<file path="config.mk">
export PLATFORM = sky130hd
export DESIGN_NAME = bcd_rtc_map
export DESIGN_NICKNAME = d
export VERILOG_FILES = /design/src/rtl/rtc_pkg.sv /design/src/rtl/rtc_ram.sv /design/src/rtl/rtc_counters.sv /design/src/rtl/rtc_shadow.sv /design/src/rtl/bcd_rtc_map.sv
export SDC_FILE = /design/constraint.sdc
export NUM_CORES = 2
export LEC_CHECK = 0
export ABC_AREA = 1
export BUFFER_PORTS_ARGS = -buffer_cell sky130_fd_sc_hd__buf_2
export CELL_PAD_IN_SITES_DETAIL_PLACEMENT = 0
export CELL_PAD_IN_SITES_GLOBAL_PLACEMENT = 1
export CORE_MARGIN = 2
export CORE_UTILIZATION = 45
export DETAILED_ROUTE_END_ITERATION = 12
export PLACE_DENSITY_LB_ADDON = 0.08
export SETUP_SLACK_MARGIN = 0.05
export SLEW_MARGIN = 40
export SYNTH_ARGS = -nofsm -noshare
export SYNTH_HDL_FRONTEND = slang
export SYNTH_SLANG_ARGS = --single-unit
</file>
<file path="constraint.sdc">
create_clock -name clk -period 3.6 [get_ports clk]
set_input_delay 0.72 -clock clk [delete_from_list [all_inputs] [get_ports clk]]
set_output_delay 0.72 -clock clk [all_outputs]
set_load 0.1 [all_outputs]
</file>
<file path="src/rtl/rtc_pkg.sv">
package rtc_pkg;

  // Packed so that clock byte k (1..7) is bits [8*(k-1) +: 8].
  typedef struct packed {
    logic [7:0] yr;
    logic [7:0] mon;
    logic [7:0] mday;
    logic [7:0] wday;
    logic [7:0] hrs;
    logic [7:0] mins;
    logic [7:0] sec;
  } rtc_time_t;

  localparam int unsigned FIELDS = 7;
  localparam logic [55:0] RTC_RESET = 56'h00_01_01_01_00_00_00;

  function automatic logic [7:0] bcd_inc(input logic [7:0] v);
    if (v[3:0] >= 4'd9) return {v[7:4] + 4'd1, 4'd0};
    else                return {v[7:4], v[3:0] + 4'd1};
  endfunction

  // Value 10*t + u is divisible by 4 when (2*t + u) mod 4 == 0.
  function automatic logic bcd_leap(input logic [7:0] y);
    logic [1:0] r;
    r = {y[4], 1'b0} + y[1:0];
    return (r == 2'd0);
  endfunction

  function automatic logic [7:0] month_days(input logic [7:0] m, input logic leap);
    case (m)
      8'h02:                      return leap ? 8'h29 : 8'h28;
      8'h04, 8'h06, 8'h09, 8'h11: return 8'h30;
      default:                    return 8'h31;
    endcase
  endfunction

  function automatic rtc_time_t rtc_advance(input rtc_time_t t);
    rtc_time_t n;
    logic c_min, c_hr, c_day, c_mon, c_yr;
    c_min = (t.sec  >= 8'h59);
    c_hr  = c_min && (t.mins >= 8'h59);
    c_day = c_hr  && (t.hrs  >= 8'h23);
    c_mon = c_day && (t.mday >= month_days(t.mon, bcd_leap(t.yr)));
    c_yr  = c_mon && (t.mon  >= 8'h12);
    n.sec  = c_min ? 8'h00 : bcd_inc(t.sec);
    n.mins = c_min ? (c_hr ? 8'h00 : bcd_inc(t.mins)) : t.mins;
    n.hrs  = c_hr  ? (c_day ? 8'h00 : bcd_inc(t.hrs)) : t.hrs;
    n.wday = c_day ? ((t.wday >= 8'h07) ? 8'h01 : bcd_inc(t.wday)) : t.wday;
    n.mday = c_day ? (c_mon ? 8'h01 : bcd_inc(t.mday)) : t.mday;
    n.mon  = c_mon ? (c_yr ? 8'h01 : bcd_inc(t.mon)) : t.mon;
    n.yr   = c_yr  ? ((t.yr >= 8'h99) ? 8'h00 : bcd_inc(t.yr)) : t.yr;
    return n;
  endfunction

endpackage

</file>
<file path="src/rtl/rtc_ram.sv">
module rtc_ram #(
  parameter int unsigned AW = 8,
  parameter int unsigned DW = 8
) (
  input  logic          clk,
  input  logic          wr,
  input  logic [AW-1:0] a,
  input  logic [DW-1:0] d,
  output logic [DW-1:0] q
);
  localparam int unsigned DEPTH = 1 << AW;

  logic [DW-1:0] mem [DEPTH];

  always_ff @(posedge clk) begin
    if (wr) mem[a] <= d;
  end

  assign q = mem[a];
endmodule

</file>
<file path="src/rtl/rtc_counters.sv">
module rtc_counters
  import rtc_pkg::*;
(
  input  logic      clk,
  input  logic      rst_n,
  input  logic      tick,
  input  logic      load,
  input  rtc_time_t load_val,
  output rtc_time_t cnt,
  output logic      day_roll
);
  rtc_time_t nxt;

  assign nxt = rtc_advance(cnt);

  // Event: this tick moves the calendar to the next day.
  assign day_roll = tick && !load && (cnt.sec >= 8'h59) &&
                    (cnt.mins >= 8'h59) && (cnt.hrs >= 8'h23);

  always_ff @(posedge clk) begin
    if (!rst_n)    cnt <= RTC_RESET;
    else if (load) cnt <= load_val;
    else if (tick) cnt <= nxt;
  end
endmodule

</file>
<file path="src/rtl/rtc_shadow.sv">
module rtc_shadow
  import rtc_pkg::*;
(
  input  logic        clk,
  input  logic        rst_n,
  input  logic        wr_en,
  input  logic [2:0]  widx,
  input  logic [7:0]  wdata,
  input  logic        copy_req,
  input  rtc_time_t   cnt,
  output logic [55:0] shadow,
  output logic [7:0]  ctrl,
  output logic        copy_evt,
  output logic        load_evt
);
  localparam int unsigned WHOLD = 7;
  localparam int unsigned RHOLD = 6;

  assign copy_evt = copy_req && !ctrl[WHOLD] && !ctrl[RHOLD];
  assign load_evt = wr_en && (widx == 3'd0) && ctrl[WHOLD] && !wdata[WHOLD];

  always_ff @(posedge clk) begin
    if (!rst_n)                           ctrl <= 8'h00;
    else if (wr_en && (widx == 3'd0))     ctrl <= wdata;
  end

  for (genvar k = 1; k <= FIELDS; k++) begin : g_byte
    logic [7:0] q;
    always_ff @(posedge clk) begin
      if (!rst_n)                                 q <= RTC_RESET[8*(k-1) +: 8];
      else if (wr_en && (widx == 3'(k)))          q <= wdata;
      else if (copy_evt)                          q <= cnt[8*(k-1) +: 8];
    end
    assign shadow[8*(k-1) +: 8] = q;
  end
endmodule

</file>
<file path="src/rtl/bcd_rtc_map.sv">
module bcd_rtc_map
  import rtc_pkg::*;
#(
  parameter int unsigned ADDR_W = 15,
  parameter int unsigned RAM_AW = 8
) (
  input  logic              clk,
  input  logic              rst_n,
  input  logic              pwr_ok,
  input  logic              tick_1hz,
  input  logic              cs,
  input  logic              we,
  input  logic [ADDR_W-1:0] addr,
  input  logic [7:0]        wdata,
  output logic [7:0]        rdata
);
  localparam int unsigned HI_W = ADDR_W - 3;

  logic        in_clk, wr_ok, wr_clk, wr_ram, rd_en;
  logic        tick_adv, tick_d, copy_evt, load_evt, day_roll;
  logic [2:0]  idx;
  logic [7:0]  ctrl_q, ram_q;
  logic [55:0] shadow;
  rtc_time_t   cnt, shadow_t;
  logic [7:0]  view [8];

  assign in_clk   = (addr[ADDR_W-1:3] == {HI_W{1'b1}});
  assign idx      = addr[2:0];
  assign wr_ok    = pwr_ok && cs && we;
  assign wr_clk   = wr_ok && in_clk;
  assign wr_ram   = wr_ok && !in_clk;
  assign rd_en    = cs && !we;
  assign tick_adv = tick_1hz;
  assign shadow_t = shadow;

  always_ff @(posedge clk) begin
    if (!rst_n) tick_d <= 1'b0;
    else        tick_d <= tick_adv;
  end

  rtc_counters u_cnt (
    .clk      (clk),
    .rst_n    (rst_n),
    .tick     (tick_adv),
    .load     (load_evt),
    .load_val (shadow_t),
    .cnt      (cnt),
    .day_roll (day_roll)
  );

  rtc_shadow u_shd (
    .clk      (clk),
    .rst_n    (rst_n),
    .wr_en    (wr_clk),
    .widx     (idx),
    .wdata    (wdata),
    .copy_req (tick_d),
    .cnt      (cnt),
    .shadow   (shadow),
    .ctrl     (ctrl_q),
    .copy_evt (copy_evt),
    .load_evt (load_evt)
  );

  rtc_ram #(.AW(RAM_AW), .DW(8)) u_ram (
    .clk (clk),
    .wr  (wr_ram),
    .a   (addr[RAM_AW-1:0]),
    .d   (wdata),
    .q   (ram_q)
  );

  assign view[0] = ctrl_q;
  for (genvar k = 1; k < 8; k++) begin : g_view
    assign view[k] = shadow[8*(k-1) +: 8];
  end

  always_ff @(posedge clk) begin
    if (!rst_n)     rdata <= 8'h00;
    else if (rd_en) rdata <= in_clk ? view[idx] : ram_q;
  end
endmodule

</file>
==> key figures <==
CTS
  • H-tree level count: 4
  • Latest clock arrival within the worst-skew pair: 0.88 ns
  • Sink Count: 2177
  • CTS tree: yes
  • Max clock buf depth: 3
  • TritonCTS Buffers: 229
  • Worst-path clk slew: 0.06 ns
  • Clock root buffer: clkbuf_16

Global routing
  • Vias in the first global route: 62180
  • First-pass GRT wire length: 410000 um
  • Initial antenna violation count: 8
  • Total grt overflow: 0
  • Total GRT Usage: 26.44%
  • Pin count of the biggest net entering global routing: 114

Finish
  • Final Net Count: 9393
  • Area Overhead vs Synth: 15.37%
  • Cell area after layout: 106300 um^2
  • Layout cells sized above 1: 9.745%
  • Fin util: 52.10%
  • Post-Layout Cell Count: 12210

Worst setup path
  • Top cell by count, worst path: nand2_1
  • Crit start category: flop
  • Critical path data arrival time: 4.06 ns
  • Critical path peak fanout: 7
  • CP Data Required Time: 4.36 ns
  • Critical path endpoint category: flop
  • Critical Path Max Stage Delay: 0.37 ns
  • Slowest cell on crit path: dfxtp_2
  • CP cell instances: inv_1 -> ha_1 -> o21ai_0 -> o21ai_0 -> a32oi_2 -> nand2_1 -> o21ai_0 -> ha_1 -> nor2_1 -> nand3_1 -> a21oi_2 -> nor2_1 -> o21ai_1 -> nand2_1 -> nand2_1 -> nand2_4 -> nand2_4 -> clkinv_2 -> o21ai_4 -> nand2_1 -> nand2_1 -> nor2_1
  • CP Class: reg -> reg

STA
  • Setup ws final: 0.3025 ns
  • Final Cycle Share: 91.60%
  • Final setup viols: 0
  • Rel. slew slack: 43.91%
  • Fmax: 303.3 MHz
  • Least-Margin Pin Slew: 0.8383 ns
  • Fin. Hold Viols: 0
  • Clock Skews: 0.04231 ns
  • RSZ-0062 raised after global routing: no
  • Max Slew Vio Count: 0
  • Min cycle time layout: 3.297 ns

Synth
  • Async SR Flop Fraction: 0%
  • Sequential share of the synthesized area: 69.58%
  • YS warnings: 0
  • Largest area contributor in the netlist: edfxtp_1
  • Syn Inst Count: 9046
  • Count of different cell masters after synthesis: 51
  • Syn_nets: 9115
  • Syn avg cell area: 10.18 um^2
  • Count leader, synth: nand2_1
  • Synth area leaders: edfxtp_1 (67%), nand2_1 (20%), dfxtp_1 (2.8%), nor2_1 (1.7%), nand3_1 (1.5%)
  • #FFs+latches synth: 2177
  • Post-synth EDFFs: 2048
  • Synth Cell Area: 92100 um^2
  • Main synth FF type: edfxtp_1
  • Synth top area share: 66.77%
  • Commonest cells post-synth: nand2_1 (4914), edfxtp_1 (2048), nor2_1 (427)

Routing
  • DRT antenna net count: 0
  • DRT iter0 DRCs: 6171
  • # DRC: 0
  • DR vias: 64230
  • Via density per instance: 5.259
  • DR WL/cell: 22.77 um
  • 1st-pass router iterations: 6
  • Routed WL: 278100 um

Floorplanning
  • Overall die area: 208300 um^2
  • Core box area: 204000 um^2
  • Top Ports: 37
  • Die Wd: 456.4 um
  • Row count: 166
  • Starting Density: 45.16%
  • Die Ht: 456.4 um

Power and ir drop
  • Leak: 0.04274 uW
  • Post-layout total power: 54840 uW
  • Worst vdd ir: 0.5182 mV
  • Power Density: 516.1 nW/um^2

Placement
  • Placed cells: 11780
  • Worst slack, placed: -0.5179 ns
  • Port-buffer cells: 36
  • Placer Congestion: 0.8561
  • Post-DP HPWL: 172300 um
  • Area of placed instances: 98610 um^2

Status
  • Status: completed

Flow run
  • Max Cap Viol: 0

Hold path
  • Worst Hold Class: in -> reg
==> sequential cells by signal, indices dropped and copies added (netlist names) <==
| register | flops |
|---|---|
| u_ram.mem | 2048 |
| u_cnt.cnt | 56 |
| u_shd.g_byte.q | 56 |
| rdata | 8 |
| u_shd.ctrl | 8 |
| tick_d | 1 |
==> power by group <==
group | internal (uW) | switching, uW
Combinational | 857 | 2560
Clock | 13700 | 9990
Sequential | 27700 | 21.9
==> path summary, 6_finish.rpt <==
path,endpoint,slack (ns),from,cells past startpoint
min,tick_d,0.11,tick_1hz,3
max reg2reg,u_cnt.cnt[45],0.30,u_cnt.cnt[40],22
min reg2reg,u_shd.ctrl[5],0.46,u_shd.ctrl[5],2
max,u_cnt.cnt[45],0.30,u_cnt.cnt[40],22
==> cell families (layout without fill, tap and decap cells) <==
group,Yosys count,after routing,share of synthesized area [%]
buffers and inverters,635,1112,2.993
adder cells (fa/ha/maj),40,40,0.5434
flip-flops,2177,2177,69.58
XOR/XNOR,16,16,0.1522
other,0,2,0
AND/OR/NAND/NOR,5659,5659,23.65
AO/OA/AOI/OAI,519,519,3.091
==> critical path, delay by kind of cell (launching register included) <==
family                     cells  cell delay [ns]
adders and majority gates      2             0.49
DFF                            1             0.37
AOI/OAI and AO/OA              7             1.09
buffers and inverters          2             0.22
and+or+nand+nor               11             0.98
==> metal layers <==
layer / part of all wire, % / routed length, um / GRT usage (%) / vias up
li1: - / - / - / 30500
met5: 0 / 0 / 0 / -
met4: 2.6 / 7329 / 7.273 / 0
met3: 6.2 / 17260 / 3.372 / 395
met1: 45 / 124200 / 37.97 / 31320
met2: 47 / 129300 / 42.45 / 2020
==> placed cells by master, fill, tap and decap left out, types with 4 or more instances in the layout <==
cell	n
a211oi_1	5
a21oi_1	140
a221oi_1	11
a22oi_1	14
a31oi_1	13
buf_12	107
buf_2	26
buf_4	362
buf_8	10
bufinv_16	26
clkbuf_1	51
clkbuf_16	230
clkbuf_8	8
clkinv_1	58
clkinv_2	44
clkinv_8	7
clkinvlp_4	7
dfxtp_1	127
edfxtp_1	2048
ha_1	40
inv_1	148
inv_2	15
inv_6	5
nand2_1	4897
nand2_2	26
nand2_4	4
nand3_1	270
nand4_1	11
nor2_1	408
nor2_2	13
nor2_4	11
nor3_1	5
o2111ai_1	4
o21ai_0	181
o21ai_1	98
o221ai_1	9
o22ai_1	26
xor2_1	14
==> timing repair <==
action,4_1_cts,5_1_grt
hold endpoints to repair,0,0
setup endpoints to repair,17,20
resized for setup,3,9
pin swaps,1,2
setup buffers,1,2
hold buffers,0,0
==> per-stage QoR <==
stage               setup TNS (ns)  hold slack [ns]
floorplan                        0           0.4303
global placement            -1.198           0.4433
detailed placement          -2.142           0.4459
CTS                              0          0.04647
global route                     0          0.07863
finish                           0           0.1080
==> area by class of cell <==
cell class | count | area (um^2)
diodes | 2 | 5.005
well taps | 2688 | 3363
clock buffers | 289 | 6057
multi-input cells | 6234 | 25440
repair buffers | 506 | 5151
clock inverters | 141 | 1468
flip-flops and latches | 2177 | 64080
inverters | 176 | 693.2
fillers | 18380 | 97700
(Power assumes the default switching activity.)
